### src/rtl/vgs_pkg.sv
package vgs_pkg;
  localparam int unsigned VLEN_BITS = 128;
  localparam int unsigned NUM_VREGS = 32;
  localparam int unsigned MAX_ELEMS = VLEN_BITS / 8;
  localparam int unsigned VL_W      = $clog2(MAX_ELEMS * 8 + 1);
  localparam int unsigned REG_W     = $clog2(NUM_VREGS);

  typedef enum logic [1:0] {SEW_8, SEW_16, SEW_32, SEW_64} sew_e;
  typedef enum logic [1:0] {GRP_1, GRP_2, GRP_4, GRP_8} grp_e;

  typedef struct packed {
    logic [REG_W-1:0] vd;
    logic [REG_W-1:0] vs1;
    logic [REG_W-1:0] vs2;
    sew_e             sew;
    grp_e             grp;
    logic [VL_W-1:0]  vl;
    logic             tail_agn;
  } vinstr_t;

  function automatic logic [3:0] grp_regs(grp_e g);
    return 4'd1 << g;
  endfunction
endpackage

### src/rtl/vgs_align_chk.sv
module vgs_align_chk
  import vgs_pkg::*;
(
  input  grp_e             grp_i,
  input  logic [REG_W-1:0] vd_i,
  input  logic [REG_W-1:0] vs1_i,
  input  logic [REG_W-1:0] vs2_i,
  output logic             legal_o
);
  localparam int unsigned NFIELDS = 3;

  logic [REG_W-1:0] low_mask;
  logic [REG_W-1:0] fields [NFIELDS];
  logic [NFIELDS-1:0] ok;

  assign low_mask  = REG_W'(grp_regs(grp_i) - 4'd1);
  assign fields[0] = vd_i;
  assign fields[1] = vs1_i;
  assign fields[2] = vs2_i;

  for (genvar f = 0; f < NFIELDS; f++) begin : g_field
    assign ok[f] = (fields[f] & low_mask) == '0;
  end

  assign legal_o = &ok;
endmodule

### src/rtl/vgs_lane_mask.sv
module vgs_lane_mask
  import vgs_pkg::*;
#(
  parameter int unsigned BLK_LANES = 4
) (
  input  logic [2:0]           pass_i,
  input  sew_e                 sew_i,
  input  logic [VL_W-1:0]      vl_i,
  input  logic                 tail_agn_i,
  output logic [MAX_ELEMS-1:0] en_o
);
  localparam int unsigned ELEM_SH = $clog2(MAX_ELEMS);
  localparam int unsigned BLK_SH  = $clog2(BLK_LANES);
  localparam int unsigned IDX_W   = VL_W + 1;

  logic [IDX_W-1:0] vl_x;
  logic [IDX_W-1:0] last_blk;
  logic             vl_zero;
  logic [IDX_W-1:0] elems;

  assign vl_x     = IDX_W'(vl_i);
  assign vl_zero  = (vl_i == '0);
  assign last_blk = (vl_x - IDX_W'(1)) >> BLK_SH;
  assign elems    = IDX_W'(MAX_ELEMS) >> sew_i;

  for (genvar j = 0; j < MAX_ELEMS; j++) begin : g_elem
    logic [IDX_W-1:0] gidx;
    logic             in_reg, hit_ud, hit_ta;
    assign gidx   = (IDX_W'(pass_i) << (ELEM_SH - 32'(sew_i))) + IDX_W'(j);
    assign in_reg = IDX_W'(j) < elems;
    assign hit_ud = gidx < vl_x;
    // whole lane block holding the last active element may be written
    assign hit_ta = !vl_zero && ((gidx >> BLK_SH) <= last_blk);
    assign en_o[j] = in_reg & (tail_agn_i ? hit_ta : hit_ud);
  end
endmodule

### src/rtl/vgs_seq_ctrl.sv
module vgs_seq_ctrl
  import vgs_pkg::*;
#(
  parameter int unsigned PASS_CYC = 3
) (
  input  logic    clk_i,
  input  logic    rst_ni,
  input  logic    in_valid_i,
  input  logic    legal_i,
  input  vinstr_t instr_i,
  output logic    in_ready_o,
  output logic    busy_o,
  output logic    done_o,
  output logic    fault_o,
  output logic [2:0] pass_o,
  output logic    first_o,
  output logic    last_o,
  output vinstr_t instr_o
);
  localparam int unsigned CYC_W = (PASS_CYC > 1) ? $clog2(PASS_CYC) : 1;

  logic             busy_q, done_q, fault_q;
  logic [CYC_W-1:0] cyc_q;
  logic [2:0]       pass_q;
  vinstr_t          instr_q;
  logic             accept, cyc_end, pass_end;

  assign accept   = in_valid_i & ~busy_q;
  assign cyc_end  = cyc_q == CYC_W'(PASS_CYC - 1);
  assign pass_end = pass_q == 3'(grp_regs(instr_q.grp) - 4'd1);

  always_ff @(posedge clk_i or negedge rst_ni) begin
    if (!rst_ni) begin
      busy_q  <= 1'b0;
      done_q  <= 1'b0;
      fault_q <= 1'b0;
      cyc_q   <= '0;
      pass_q  <= '0;
      instr_q <= '0;
    end else begin
      done_q  <= 1'b0;
      fault_q <= 1'b0;
      if (accept) begin
        if (legal_i) begin
          busy_q  <= 1'b1;
          cyc_q   <= '0;
          pass_q  <= '0;
          instr_q <= instr_i;
        end else begin
          fault_q <= 1'b1;
        end
      end else if (busy_q) begin
        if (cyc_end) begin
          cyc_q <= '0;
          if (pass_end) begin
            busy_q <= 1'b0;
            done_q <= 1'b1;
          end else begin
            pass_q <= pass_q + 3'd1;
          end
        end else begin
          cyc_q <= cyc_q + CYC_W'(1);
        end
      end
    end
  end

  assign in_ready_o = ~busy_q;
  assign busy_o     = busy_q;
  assign done_o     = done_q;
  assign fault_o    = fault_q;
  assign pass_o     = pass_q;
  assign first_o    = busy_q && (cyc_q == '0);
  assign last_o     = busy_q && cyc_end;
  assign instr_o    = instr_q;


  done_after_busy_chk: assert property (@(posedge clk_i) disable iff (!rst_ni)
    done_o |-> (!busy_o && $past(busy_o)));

  fault_idle_chk: assert property (@(posedge clk_i) disable iff (!rst_ni)
    fault_o |-> (!busy_o && !done_o));

  pass_ascend_chk: assert property (@(posedge clk_i) disable iff (!rst_ni)
    (busy_o && $past(busy_o)) |-> (pass_o == $past(pass_o) || pass_o == $past(pass_o) + 3'd1));

  pass_bound_chk: assert property (@(posedge clk_i) disable iff (!rst_ni)
    busy_o |-> (4'(pass_o) < grp_regs(instr_o.grp)));
endmodule

### src/rtl/vgrp_seq.sv
module vgrp_seq
  import vgs_pkg::*;
#(
  parameter int unsigned PASS_CYC  = 3,
  parameter int unsigned BLK_LANES = 4
) (
  input  logic                 clk_i,
  input  logic                 rst_ni,
  input  logic                 in_valid_i,
  output logic                 in_ready_o,
  input  logic [REG_W-1:0]     vd_i,
  input  logic [REG_W-1:0]     vs1_i,
  input  logic [REG_W-1:0]     vs2_i,
  input  logic [1:0]           sew_i,
  input  logic [1:0]           grp_i,
  input  logic [VL_W-1:0]      vl_i,
  input  logic                 tail_agn_i,
  output logic                 busy_o,
  output logic                 done_o,
  output logic                 fault_o,
  output logic                 rd_valid_o,
  output logic [REG_W-1:0]     rd_vs1_o,
  output logic [REG_W-1:0]     rd_vs2_o,
  output logic                 wr_valid_o,
  output logic [REG_W-1:0]     wr_reg_o,
  output logic [MAX_ELEMS-1:0] wr_en_o
);
  vinstr_t              in_instr, cur;
  logic                 legal, first, last;
  logic [2:0]           pass;
  logic [MAX_ELEMS-1:0] lane_en;

  assign in_instr = '{vd: vd_i, vs1: vs1_i, vs2: vs2_i, sew: sew_e'(sew_i),
                      grp: grp_e'(grp_i), vl: vl_i, tail_agn: tail_agn_i};

  vgs_align_chk u_align (
    .grp_i   (grp_e'(grp_i)),
    .vd_i    (vd_i),
    .vs1_i   (vs1_i),
    .vs2_i   (vs2_i),
    .legal_o (legal)
  );

  vgs_seq_ctrl #(.PASS_CYC(PASS_CYC)) u_ctrl (
    .clk_i      (clk_i),
    .rst_ni     (rst_ni),
    .in_valid_i (in_valid_i),
    .legal_i    (legal),
    .instr_i    (in_instr),
    .in_ready_o (in_ready_o),
    .busy_o     (busy_o),
    .done_o     (done_o),
    .fault_o    (fault_o),
    .pass_o     (pass),
    .first_o    (first),
    .last_o     (last),
    .instr_o    (cur)
  );

  vgs_lane_mask #(.BLK_LANES(BLK_LANES)) u_mask (
    .pass_i     (pass),
    .sew_i      (cur.sew),
    .vl_i       (cur.vl),
    .tail_agn_i (cur.tail_agn),
    .en_o       (lane_en)
  );

  assign rd_valid_o = first;
  assign rd_vs1_o   = cur.vs1 + REG_W'(pass);
  assign rd_vs2_o   = cur.vs2 + REG_W'(pass);
  assign wr_valid_o = last;
  assign wr_reg_o   = cur.vd + REG_W'(pass);
  assign wr_en_o    = last ? lane_en : '0;


  elem_count_chk: assert property (@(posedge clk_i) disable iff (!rst_ni)
    wr_valid_o |-> ($countones(wr_en_o) <= (MAX_ELEMS >> cur.sew)));

  undisturbed_zero_chk: assert property (@(posedge clk_i) disable iff (!rst_ni)
    (wr_valid_o && !cur.tail_agn && cur.vl == '0) |-> (wr_en_o == '0));

  no_write_idle_chk: assert property (@(posedge clk_i) disable iff (!rst_ni)
    (wr_valid_o || rd_valid_o) |-> busy_o);

  hold_instr_chk: assert property (@(posedge clk_i) disable iff (!rst_ni)
    (busy_o && $past(busy_o)) |-> $stable(cur));
endmodule

### config.mk
export PLATFORM = sky130hd
export DESIGN_NAME = vgrp_seq
export DESIGN_NICKNAME = d
export VERILOG_FILES = /design/src/rtl/vgs_pkg.sv /design/src/rtl/vgs_align_chk.sv /design/src/rtl/vgs_lane_mask.sv /design/src/rtl/vgs_seq_ctrl.sv /design/src/rtl/vgrp_seq.sv
export SDC_FILE = /design/constraint.sdc
export NUM_CORES = 1
export LEC_CHECK = 0
export ABC_AREA = 0
export ABC_CLOCK_PERIOD_IN_PS = 7000
export BUFFER_PORTS_ARGS = -buffer_cell sky130_fd_sc_hd__buf_2
export CAP_MARGIN = 5
export CELL_PAD_IN_SITES_DETAIL_PLACEMENT = 2
export CELL_PAD_IN_SITES_GLOBAL_PLACEMENT = 2
export CORE_MARGIN = 2
export CORE_UTILIZATION = 35
export CTS_BUF_LIST = sky130_fd_sc_hd__clkbuf_4 sky130_fd_sc_hd__clkbuf_8 sky130_fd_sc_hd__clkbuf_16
export DETAILED_ROUTE_END_ITERATION = 7
export GPL_ROUTABILITY_DRIVEN = 0
export PLACE_DENSITY = 0.75
export SYNTH_ARGS = -nofsm -noshare
export SYNTH_HDL_FRONTEND = slang
export SYNTH_HIERARCHICAL = 1
export SYNTH_SLANG_ARGS = --single-unit
### constraint.sdc
create_clock -name clk_i -period 7 [get_ports clk_i]
set_input_delay 1.05 -clock clk_i [delete_from_list [all_inputs] [get_ports clk_i]]
set_output_delay 1.05 -clock clk_i [all_outputs]
set_load 0.1 [all_outputs]
==> impl_metrics.toml <==
[run_status]
run_status = "finished, final reports clean"

[synthesis]
yosys_register_bits = 36
synth_top_flop_cell = "dfrtp_1"
synthAdderAreaFrac_pct = 34.8
async_flop_share_pct = 100
synth_top_family_by_area = "adder cells"
avgSynthCellArea_um2 = 8.48
ys.warnings.count = 6
synth_cells = 950
syn-cell-area_mm2 = 0.00806
yosys.area_share.simple_pct = 18.1
synth_compound_area_share_pct = 20.1
muxShareOfSynthArea_pct = 4.91
synth_edf_count = 0
synthXorXnorAreaFrac_pct = 6.85
syn-num-nets = 1203
ys_seq_area_share_pct = 11.2
ys_types = 70

[placed_design]
dp_hpwl_um = 24600
portBuffers = 67

[finish]
mostFrequentLayoutCell = "ha_1"
final_net_count = 1264
antennaDiodeCount = 0
drive_above_1_share_pct = 15.9
mostFrequentLayoutCells = "219 x ha_1, 72 x a21oi_1, 54 x buf_2, 52 x nand2_1"
area_growth_pct = 13.5

[hold_path]
hold_class = "reg2reg"

[global_routing]
track_usage_pct = 26.0
grt_use_met2_pct = 46.6
globalRouteOverflowTotal = 0
grt_pass1_vias = 8311
grt_first_pass_wirelength_um = 48400
grt_use_met3_pct = 2.39
grt_use_met1_pct = 34.3
grt_max_degree = 37
busiest_layer = "met2"
grt_antenna_before_repair = 0

[floorplan]
ios = 68
start_util_pct = 35.6
die_w_um = 156
die_h_um = 156
rows = 55
die-area_mm2 = 0.0242
core_area_mm2 = 0.0226

[setup_path]
required_ps = 5950
crit_arrival_ps = 5270
critPathKind = "reg2out"
worst_setup_path_start_kind = "flop"
worstPathMaxFanout = 20
cp-end-kind = "output port"

[routing]
avgRoutedWirePerCell_um = 24.2
routed_wl_um = 31400
drt-initial-drc-count = 368
drc = 0
viasPerCell = 5.89
num_vias = 7642
final_antenna_net_count = 0
firstDrtPassIters = 5

[timing]
finalCritPeriodShare_pct = 90.3
worst_pin_slew_ps = 1040
max_freq_ghz = 0.158
hold_viol = 0
period_needed_ps = 6320
slew_violations = 0
totalNegativeSetupSlack_ps = 0
rsz0062_at_grt = "false"
slew_headroom_pct = 31.0
fin_skew_ps = 6.21
setup_viol = 0

[clocking]
clk_root_buffer_cell = "clkbuf_16"
hold_buffers = 0
postCtsSetupRepairBufs = 0
path_clk_slew_ps = 50
clk_latency_ps = 290
ctsResizeCount = 0
cts_buffer_depth = 2
clock-sinks = 36
h-tree-depth = 2
cts_made_buffers = 5
cts_tree = "yes"

[flow_run]
cap_viol_max_count = 0
==> stage by stage <==
stage	hold WS (ps)	worst slack, ps	area (µm²)	util (%)	std cells
5_1_grt	536	327	9140	40.4	1297
4_1_cts	502	732	9140	40.4	1297
3_5_place_dp	496	1080	8990	39.7	1289
2_1_floorplan	459	1230	8060	-	950
6_report	505	681	9140	40.4	1297
3_3_place_gp	484	1180	8990	39.7	1289
==> layout make-up <==
type                       instances  area (µm²)
tap                              285         357
sequential                        36         901
clock buffer                       6         139
inverter                          51         191
fill                            2568       13500
timing repair buffer              85         666
clock inverter                     2        10.0
multi-input combinational        832        6880
==> sequential cells by signal, indices dropped and copies added (netlist names) <==
| signal | count |
|---|---|
| u_ctrl/instr_o | 28 |
| u_ctrl/busy_o | 1 |
| u_ctrl/done_o | 1 |
| u_ctrl/fault_o | 1 |
| u_ctrl/cyc_q | 2 |
| u_ctrl/pass_o | 3 |
==> metal layers <==
metal  wire (µm)  part of all wire [%]
met1       14500                    46
met2       15300                    49
met3        1000                   3.2
met4         512                   1.6
met5           0                     0
==> cells by family (layout without fill, tap and decap cells) <==
logic type / Yosys count / count (layout)
multiplexers: 36 / 36
XOR/XNOR: 63 / 63
AND/OR/NAND/NOR: 264 / 264
adder cells (fa/ha/maj): 222 / 222
AO/OA/AOI/OAI: 247 / 247
flip-flops: 36 / 36
buffers and inverters: 82 / 144
==> cell usage after synthesis, types with 3 or more instances <==
cell type  number  share of area, %
dfrtp_1        36                11
a211oi_1        9              0.84
nand2b_1        6              0.47
o211ai_1       14               1.3
inv_1          48               2.2
a31o_2          3              0.33
a21oi_1        72               4.5
nor2_1         51               2.4
o21a_1         26               2.4
o22ai_1         5              0.39
a21o_1         29               2.7
fa_1            3              0.75
nand4_1        26               2.0
nand3_1        34               2.1
xor2_1          7              0.76
mux2i_1         8              0.99
buf_2          14              0.87
clkbuf_1       15              0.70
ha_1          219                34
a21oi_2         3              0.33
nor2b_1        26               2.0
nor3_1          9              0.56
nand3b_1        4              0.37
nand4b_1        3              0.33
nand2_1        52               2.4
o21ai_0        40               2.5
xnor2_1        56               6.1
o21ai_2         9              0.98
and2_1         20               1.6
a21boi_0        8              0.75
mux2_2         26               3.6
and4_1          8              0.87
o31ai_1         3              0.28
o22a_1          7              0.76
a31oi_1         5              0.39
==> path summary, 6_finish.rpt <==
kind	slack, ps	cells after the start	startpoint	end
setup reg to reg	4960	3	u_ctrl/busy_o	u_ctrl/pass_o[0]
hold / removal	500	1	u_ctrl/cyc_q[1]	u_ctrl/cyc_q[1]
setup / recovery	680	15	u_ctrl/instr_o[12]	wr_en_o[5]
max in group asynchronous	5600	1	rst_ni	u_ctrl/instr_o[5]
min in group asynchronous	870	1	rst_ni	u_ctrl/instr_o[2]
hold reg to reg	500	1	u_ctrl/cyc_q[1]	u_ctrl/cyc_q[1]
==> worst max-delay path, cell delays in order (launching register included) <==
cell and delay, ps:
dfrtp_1 420, inv_1 110, ha_1 650, nand2_1 100
o21ai_0 210, a21o_1 810, nand2_1 500, nor2_1 410
a21oi_1 210, ha_1 340, a21oi_1 140, nor2b_1 60
a2111oi_0 410, a32o_1 250, and2_1 170, buf_12 180
Power is left out: the tool's default activity adds up to more than one toggle a clock period on the data nets, which glitch-free logic cannot reach.
